===== src/rtl/bcd_scan_pkg.sv =====
// Package: shared BCD types and constants for the scanned accumulator.
// Assumes: four-bit packed BCD digits holding values 0..9.
package bcd_scan_pkg;
    typedef logic [3:0] bcd_t;
    localparam bcd_t BCD_ZERO = 4'd0;
    localparam bcd_t BCD_NINE = 4'd9;
endpackage


===== src/rtl/bcd_decade.sv =====
// Module: one divide-by-ten stage of the count chain.
// Steps its digit when inc_in is high and passes a carry on when it wraps.
// Assumes: the digit always holds a legal BCD value, 0..9.
module bcd_decade
    import bcd_scan_pkg::*;
(
    input  logic clk,
    input  logic rst_n,
    input  logic inc_in,
    output bcd_t digit,
    output logic carry_out
);
    // Carry leaves this stage when it is stepped while holding nine.
    assign carry_out = inc_in && (digit == BCD_NINE);

    // Digit register: clear on reset, step modulo ten when enabled.
    always_ff @(posedge clk) begin
        if (!rst_n) begin
            digit <= BCD_ZERO;
        end else if (inc_in) begin
            digit <= (digit == BCD_NINE) ? BCD_ZERO : bcd_t'(digit + 4'd1);
        end
    end
endmodule


===== src/rtl/bcd_counter.sv =====
// Module: cascade of DIGITS decade stages plus a sticky overflow flag.
// The enable drives the carry into stage 0. A carry out of the top stage
// sets the overflow flag, and only reset clears it.
// Assumes: DIGITS >= 1.
module bcd_counter
    import bcd_scan_pkg::*;
#(
    parameter int DIGITS = 4
) (
    input  logic                  clk,
    input  logic                  rst_n,
    input  logic                  count_en,
    output bcd_t [DIGITS-1:0]     digits,
    output logic                  ovf
);
    logic [DIGITS:0] carry;

    assign carry[0] = count_en;

    // One decade per digit, carries chained from least significant upward.
    for (genvar g = 0; g < DIGITS; g++) begin : g_decade
        bcd_decade u_dec (
            .clk       (clk),
            .rst_n     (rst_n),
            .inc_in    (carry[g]),
            .digit     (digits[g]),
            .carry_out (carry[g+1])
        );
    end

    // Sticky overflow: set by the top carry, cleared by reset.
    always_ff @(posedge clk) begin
        if (!rst_n) begin
            ovf <= 1'b0;
        end else if (carry[DIGITS]) begin
            ovf <= 1'b1;
        end
    end
endmodule


===== src/rtl/bcd_hold_bank.sv =====
// Module: holding registers between the count side and the display side.
// Captures the digits and the overflow flag on a transfer edge. Reset does
// not clear it, and a transfer during reset is ignored.
// Assumes: the power-up value of zero is acceptable before the first transfer.
module bcd_hold_bank
    import bcd_scan_pkg::*;
#(
    parameter int DIGITS = 4
) (
    input  logic                  clk,
    input  logic                  rst_n,
    input  logic                  xfer_n,
    input  bcd_t [DIGITS-1:0]     cnt_digits,
    input  logic                  cnt_ovf,
    output bcd_t [DIGITS-1:0]     held_digits,
    output logic                  held_ovf
);
    bcd_t [DIGITS-1:0] digits_q = '0;
    logic              ovf_q    = 1'b0;

    // Capture on transfer, but only when reset is not active.
    always_ff @(posedge clk) begin
        if (rst_n && !xfer_n) begin
            digits_q <= cnt_digits;
            ovf_q    <= cnt_ovf;
        end
    end

    assign held_digits = digits_q;
    assign held_ovf    = ovf_q;
endmodule


===== src/rtl/bcd_scan_mux.sv =====
// Module: display scanner. A slot timer counts SLOT_CYCLES clocks per slot,
// and the digit index moves from the top digit down, then wraps. Its outputs
// are the one-hot strobe and the BCD value of the selected held digit.
// Assumes: DIGITS >= 1 and SLOT_CYCLES >= 1.
module bcd_scan_mux
    import bcd_scan_pkg::*;
#(
    parameter int DIGITS      = 4,
    parameter int SLOT_CYCLES = 4
) (
    input  logic                  clk,
    input  logic                  rst_n,
    input  bcd_t [DIGITS-1:0]     held_digits,
    output bcd_t                  bcd_out,
    output logic [DIGITS-1:0]     digit_sel
);
    localparam int IDX_W  = (DIGITS > 1) ? $clog2(DIGITS) : 1;
    localparam int SLOT_W = (SLOT_CYCLES > 1) ? $clog2(SLOT_CYCLES) : 1;
    localparam logic [IDX_W-1:0]  IDX_TOP   = IDX_W'(DIGITS - 1);
    localparam logic [SLOT_W-1:0] SLOT_LAST = SLOT_W'(SLOT_CYCLES - 1);

    logic [SLOT_W-1:0] slot_q;
    logic [IDX_W-1:0]  idx_q;
    logic              slot_end;

    assign slot_end = (slot_q == SLOT_LAST);

    // Slot timer: restart on reset and at the end of each slot.
    always_ff @(posedge clk) begin
        if (!rst_n || slot_end) begin
            slot_q <= '0;
        end else begin
            slot_q <= slot_q + SLOT_W'(1);
        end
    end

    // Digit index: top digit after reset, step down each slot, wrap at zero.
    always_ff @(posedge clk) begin
        if (!rst_n) begin
            idx_q <= IDX_TOP;
        end else if (slot_end) begin
            idx_q <= (idx_q == '0) ? IDX_TOP : idx_q - IDX_W'(1);
        end
    end

    // Strobe and data leave together from the same index.
    assign digit_sel = DIGITS'(1) << idx_q;
    assign bcd_out   = held_digits[idx_q];
endmodule


===== src/rtl/bcd_scan_accum.sv =====
// Module: top of the latched multiplexed BCD accumulator. It counts run-down
// clocks, holds the result on transfer, and scans the held digits out most
// significant first with a matching one-hot strobe.
// Assumes: xfer_n is asserted after count_en falls at the end of run-down.
module bcd_scan_accum
    import bcd_scan_pkg::*;
#(
    parameter int DIGITS      = 4,
    parameter int SLOT_CYCLES = 4
) (
    input  logic              clk,
    input  logic              rst_n,
    input  logic              count_en,
    input  logic              xfer_n,
    output logic [3:0]        bcd_out,
    output logic [DIGITS-1:0] digit_sel,
    output logic              ovf_out
);
    bcd_t [DIGITS-1:0] cnt_digits;
    bcd_t [DIGITS-1:0] held_digits;
    logic              cnt_ovf;

    bcd_counter #(.DIGITS(DIGITS)) u_cnt (
        .clk      (clk),
        .rst_n    (rst_n),
        .count_en (count_en),
        .digits   (cnt_digits),
        .ovf      (cnt_ovf)
    );

    bcd_hold_bank #(.DIGITS(DIGITS)) u_hold (
        .clk         (clk),
        .rst_n       (rst_n),
        .xfer_n      (xfer_n),
        .cnt_digits  (cnt_digits),
        .cnt_ovf     (cnt_ovf),
        .held_digits (held_digits),
        .held_ovf    (ovf_out)
    );

    bcd_scan_mux #(.DIGITS(DIGITS), .SLOT_CYCLES(SLOT_CYCLES)) u_scan (
        .clk         (clk),
        .rst_n       (rst_n),
        .held_digits (held_digits),
        .bcd_out     (bcd_out),
        .digit_sel   (digit_sel)
    );
endmodule


===== config.mk =====
export PLATFORM = sky130hd
export DESIGN_NAME = bcd_scan_accum
export DESIGN_NICKNAME = d
export VERILOG_FILES = /design/src/rtl/bcd_scan_pkg.sv /design/src/rtl/bcd_decade.sv /design/src/rtl/bcd_counter.sv /design/src/rtl/bcd_hold_bank.sv /design/src/rtl/bcd_scan_mux.sv /design/src/rtl/bcd_scan_accum.sv
export SDC_FILE = /design/constraint.sdc
export NUM_CORES = 1
export LEC_CHECK = 0
export ABC_AREA = 1
export BUFFER_PORTS_ARGS = -buffer_cell sky130_fd_sc_hd__buf_2
export CAP_MARGIN = 10
export CORE_ASPECT_RATIO = 1.5
export CORE_MARGIN = 3
export CORE_UTILIZATION = 40
export DETAILED_ROUTE_END_ITERATION = 8
export GPL_TIMING_DRIVEN = 1
export PLACE_DENSITY_LB_ADDON = 0.05
export SYNTH_ARGS = -nofsm -noshare
export SYNTH_HDL_FRONTEND = slang
export SYNTH_SLANG_ARGS = --single-unit

===== constraint.sdc =====
create_clock -name clk -period 2.4 [get_ports clk]
set_input_delay 0.24 -clock clk [delete_from_list [all_inputs] [get_ports clk]]
set_output_delay 0.24 -clock clk [all_outputs]
set_load 0.02 [all_outputs]

; Word-level counts from Yosys, hierarchy flattened
; Index checks and enable logic that the tools add are counted.
[totals]
latchBits = 0
romBits = 0
wordCells = 41
inputBits = 4
memories = 0
register_bits = 38
ram_bits = 0
[classes]
bitwise_logic = 0
order_cmp = 1
shift = 1
n_mux = 7
multipliers = 0
eq_ne = 5
reduce_logical = 9
addsub = 6
n_div = 0
[op_table]
columns = cell, count
row1 = two-way mux 4 bit, 5
row2 = adder 4 x 1 -> 4 bit (second input constant), 4
row3 = equality test 4 bit (second input constant), 4
row4 = binary-select mux 4 bit (select 2 bit), 1
row5 = logical AND 1 bit, 5
row6 = left shift 1 x 2 -> 4 bit (first input constant), 1
row7 = < comparator 2 x 3 -> 1 bit (second input constant), 1
row8 = adder 2 x 1 -> 2 bit (second input constant), 1
row9 = equality test 2 bit (second input constant), 1
row10 = logical NOT 1 bit, 2
row11 = logical NOT 2 bit, 1
row12 = two-way mux 2 bit, 1
row13 = subtractor 2 x 1 -> 2 bit (second input constant), 1
row14 = logical OR 1 bit, 1

; Logic depth before layout (Yosys ltp)
[logic_depth]
word_depth = 5
depth_mapped = 8

; Modules after synthesis
; From an unflattened synthesis, not the netlist that was laid out.
[hier_totals]
hier_cells = 195
hier_area_um2 = 1664.1
[by_module_without_submodules]
columns = module, cells_per_inst, area_per_inst_um2, n_inst
row1 = bcd_decade, 26, 181.4, 4
row2 = bcd_hold_bank, 19, 520.5, 1
row3 = bcd_scan_mux, 68, 386.6, 1
row4 = bcd_counter, 4, 31.3, 1

; Least setup slack after synthesis
; OpenSTA, ideal clock, no wires.
[synth_timing]
kind = input -> register
from = in rst_n
to = reg u_hold.digits_q (netlist bit u_hold.held_digits[0]), enable pin
setup_ps = 391
arrival_ps = 1038
path_slack_ps = 972
path_stages = 2
t_required_ps = 2009
path_buffers = 0
path_cell_list = inv_2 -> nor2_1
[synth_between]
elab_chain_cells = 1
[synth_rtl]
columns = element, line
row1 = start: declaration, bcd_scan_accum.sv:12  ; input logic rst_n,
row2 = logical AND 1 bit, bcd_hold_bank.sv:23  ; if (rst_n && !xfer_n) begin
row3 = end signal: assignment, bcd_hold_bank.sv:24  ; digits_q <= cnt_digits;
row4 = end: declaration, bcd_hold_bank.sv:18  ; bcd_t [DIGITS-1:0] digits_q = '0;
; No other way between the ends.
; A chain may end at the register's enable or synchronous reset.

; Worst setup path after layout
[layout_timing]
from = reg u_scan.idx_q[0]
to = out bcd_out[0]
[layout_between]
elab_chain_cells = 2
[layout_rtl]
columns = element, line
row1 = start: declaration, bcd_scan_mux.sv:23  ; logic [IDX_W-1:0] idx_q;
row2 = start signal: assignment, bcd_scan_mux.sv:42  ; idx_q <= (idx_q == '0) ? IDX_TOP : idx_q - IDX_W'(1);
row3 = binary-select mux 4 bit (select 2 bit), bcd_scan_mux.sv:48  ; assign bcd_out = held_digits[idx_q];
row4 = two-way mux 4 bit (not written as such), bcd_scan_mux.sv:48
row5 = end: declaration, bcd_scan_accum.sv:15  ; output logic [3:0] bcd_out,
; No other way between the ends. The select of a mux whose other input is x is not followed.

==> run metrics <==
outcome finished clean; Residual DRC 0; number of port buffers 12; Non-Filler Cell Area, Final 1850 sq um; CTS clock-pin slew for the worst setup and hold paths about 0.070 ns; largest net degree at the start of global routing 18; area used by multi-input combinational logic 631 sq um; via count 1,254; CTS buffer count 5; final count of hold timing violations 0; Die Area 5030 sq um; Die W 58.9 microns; source of the worst hold timing path count_en; terminating pin of the worst hold path u_cnt.g_decade[0].u_dec.digit[0]$_SDFFE_PN0P_; Critical Path Source Type register; Hold-fix buffers, CTS 0; number of global-route vias before repair 1,177; total power consumption of the routed design between 0.001 and 0.0015 W; post-synth cell types 27; internal power component 0.000916 W; starting DRC count in detailed routing 69; required time of the critical path 2.16 ns; Syn Nets around 200; area delta synth->final 10.3%; CTS Sinks 38; R2R Path End u_scan.idx_q[0]$_SDFFE_PN1P_; Boundary Pins 13; setup slack on the worst flop-to-flop path around 1 ns; routability-driven placement congestion ratio 0.867; sequential share of the synthesized area 55.4%; switching part of the total power 23.0%; top fanout value on the critical path 12; fill count 398; largest cells by area after synthesis sky130_fd_sc_hd__edfxtp_1 (30%), sky130_fd_sc_hd__dfxtp_1 (25%), sky130_fd_sc_hd__nand2_1 (8.0%), sky130_fd_sc_hd__nor2_1 (6.7%), sky130_fd_sc_hd__inv_1 (4.0%); final clock period utilization by the worst path around three quarters; Avg Synthesized Cell Area 8.99 sq um; cts repair resizes 0; synthesized flop and latch total 38; worst setup path category register to output pin; Final nets 212; relative slew slack 76.9%; share of the synthesized area in the top cell type 30.4%; die height 85.4 microns; global-route wire length before repair 5310 microns; count of maximum capacitance violations 0; cell type with the highest aggregate area in the netlist sky130_fd_sc_hd__edfxtp_1; half-perimeter wire length of the detailed placement result 2340 microns; starting utilization of the core area 42.1%; slew of the pin with the lowest slew margin about 0.35 ns; number of H-tree branching levels 2; Detail Route Antenna Nets 0; CTS tree done; worst-case clock buffer depth 2; final worst path period need 1.76 ns; standard-cell row count 28; Post-Place Cell Area ~1800 sq um; Worst VDD drop 0.000404 V; aggregate global-route resource usage 13.9%; fraction of power consumed by combinational cells 6.3%; Final setup violation count 0; Sw Pwr approximately 0.00027 W; later-pin clock latency in the skew report 0.28 ns; sequential cell area just over 900 sq um; start of the worst register-to-register path u_scan.idx_q[0]$_SDFFE_PN1P_; synthesized instance count 187; total routed wirelength 3090 microns; unrepaired setup endpoints after global routing no; leakage power summed over all cells around 0.74 nW; Arr. time, crit path 1.52 ns; FF-to-FF path depth 4; post-synthesis cell area 1680 sq um; setup skew after layout 0.00357 ns; total count of max-transition violations in the final report 0; fraction of final layout cells sized beyond drive strength 1 18.1%; Post-CTS Setup Repair Bufs 0; diode insertion count for antenna repair 0; Yosys warning count 0; average via count per standard cell around 5.0; CORE AREA 3990 sq um; fraction of power consumed by the clock network 34.7%; root buffer selected by CTS sky130_fd_sc_hd__clkbuf_8; total congestion overflow 0; part of the power in registers 59.0%; Final TNS setup 0 ns; Fmax 0.568 GHz; pwr dens between 600 and 700 nW/um^2; number of antenna violations at the first check in global routing 0; Setup crit end kind output pin; depth of the worst hold-timing path 3; average routed wire per standard cell about 12 microns; 1st-pass router iterations 4; class of the worst hold path primary input to register
-- worst max-delay path by stage --
stage	from	endpoint	slack (ns)
after floorplan	rst_n	u_hold.held_digits[0]$_DFFE_PP_	0.97
after detailed placement	u_scan.idx_q[0]$_SDFFE_PN1P_	bcd_out[2]	0.96
final	u_scan.idx_q[0]$_SDFFE_PN1P_	bcd_out[0]	0.64
after global placement	u_scan.idx_q[0]$_SDFFE_PN1P_	bcd_out[0]	1.03
after CTS	u_scan.idx_q[0]$_SDFFE_PN1P_	bcd_out[2]	0.63
after global routing	u_scan.idx_q[0]$_SDFFE_PN1P_	bcd_out[0]	0.46
-- critical path, stage by stage (launching register included) --
cell and delay [ns]:
sky130_fd_sc_hd__dfxtp_1 0.51, sky130_fd_sc_hd__inv_1 0.24, sky130_fd_sc_hd__o21ai_0 0.22, sky130_fd_sc_hd__o22ai_1 0.09, sky130_fd_sc_hd__buf_2 0.16
-- cells in the mapped netlist, drive strengths merged --
library cell and number:
nand2 40, nor2 33, inv 22, dfxtp 21, edfxtp 17, o21ai 13
a21oi 7, nand3 7, ha 5, buf 4, nand4 4, o22ai 4
nor3 2, xor2 2, a31oi 1, and3 1, clkinv 1, nor3b 1
o211ai 1, or2 1
-- stage by stage --
| stage | std cells | utilization, % | setup slack, ns | hold slack (ns) |
|---|---|---|---|---|
| final | 249 | 46.4 | 0.640 | 0.262 |
| after global routing | 249 | 46.4 | 0.455 | 0.281 |
| after CTS | 249 | 46.4 | 0.625 | 0.255 |
| after detailed placement | 241 | 44.4 | 0.956 | 0.419 |
| after global placement | 241 | 44.4 | 1.03 | 0.408 |
| after floorplan | 187 | - | 0.972 | 0.388 |
-- cells in the final DEF (no fill, tap or decap) --
cell,netlist,final
sky130_fd_sc_hd__nor2_1,30,30
sky130_fd_sc_hd__nor2_2,1,1
sky130_fd_sc_hd__clkbuf_8,0,5
sky130_fd_sc_hd__clkbuf_1,0,1
sky130_fd_sc_hd__o211ai_1,1,1
sky130_fd_sc_hd__nand2_2,4,4
sky130_fd_sc_hd__o21ai_0,12,12
sky130_fd_sc_hd__nand4_1,4,4
sky130_fd_sc_hd__or2_2,1,1
sky130_fd_sc_hd__a21oi_1,7,7
sky130_fd_sc_hd__ha_1,5,5
sky130_fd_sc_hd__nand3_1,5,5
sky130_fd_sc_hd__dfxtp_1,21,21
sky130_fd_sc_hd__nor2_4,2,2
sky130_fd_sc_hd__edfxtp_1,17,17
sky130_fd_sc_hd__nand2_1,36,36
sky130_fd_sc_hd__o22ai_1,4,4
sky130_fd_sc_hd__clkinv_1,0,1
sky130_fd_sc_hd__xor2_1,2,2
sky130_fd_sc_hd__nor3_1,2,2
sky130_fd_sc_hd__clkinv_2,1,2
sky130_fd_sc_hd__o21ai_2,1,1
sky130_fd_sc_hd__nand3_2,2,2
sky130_fd_sc_hd__inv_1,18,18
sky130_fd_sc_hd__inv_2,4,4
sky130_fd_sc_hd__buf_4,0,1
sky130_fd_sc_hd__a31oi_1,1,1
sky130_fd_sc_hd__nor3b_2,1,1
sky130_fd_sc_hd__and3_2,1,1
sky130_fd_sc_hd__buf_2,2,12
-- state kept, by name, summed over array words and instances, names as in the netlist --
signal                      count
u_cnt.g_decade.u_dec.digit     16
u_hold.held_digits             16
u_cnt.ovf                       1
u_scan.idx_q                    2
u_hold.held_ovf                 1
u_scan.slot_q                   2
-- power groups by stage --
stage | clock network (W) | logic [W] | registers (W)
3_3_place_gp | 0 | 0.0000744 | 0.000716
6_report | 0.000413 | 0.0000748 | 0.000701
5_1_grt | 0.000458 | 0.0000842 | 0.000703
4_1_cts | 0.000429 | 0.0000759 | 0.000702
2_1_floorplan | 0 | 0.0000572 | 0.000712
3_5_place_dp | 0 | 0.0000758 | 0.000716
-- logic make-up (layout without fill, tap and decap cells) --
family / Yosys count / count (layout) / synth area share, %
buf+inv: 27 / 44 / 7.14
flops: 38 / 38 / 55.4
simple gates: 89 / 89 / 24.3
compound gates: 26 / 26 / 8.48
fa+ha+maj: 5 / 5 / 3.72
xor+xnor: 2 / 2 / 1.04
-- area by class of cell --
| cell class | count | area share, % |
|---|---|---|
| clock buffer | 6 | 3.91 |
| clock inverter | 2 | 0.472 |
| inverter | 23 | 4.72 |
| multi-input combinational | 122 | 34.0 |
| sequential | 38 | 50.2 |
| tap | 45 | 3.04 |
| timing repair buffer | 13 | 3.64 |
-- layer usage --
metal	track usage, %	wire length, microns
met2	22.1	1490
met3	3.81	128
met1	17.6	1420
met4	5.57	57
met5	0	0
Note: power is estimated with default switching activity, not from simulation.
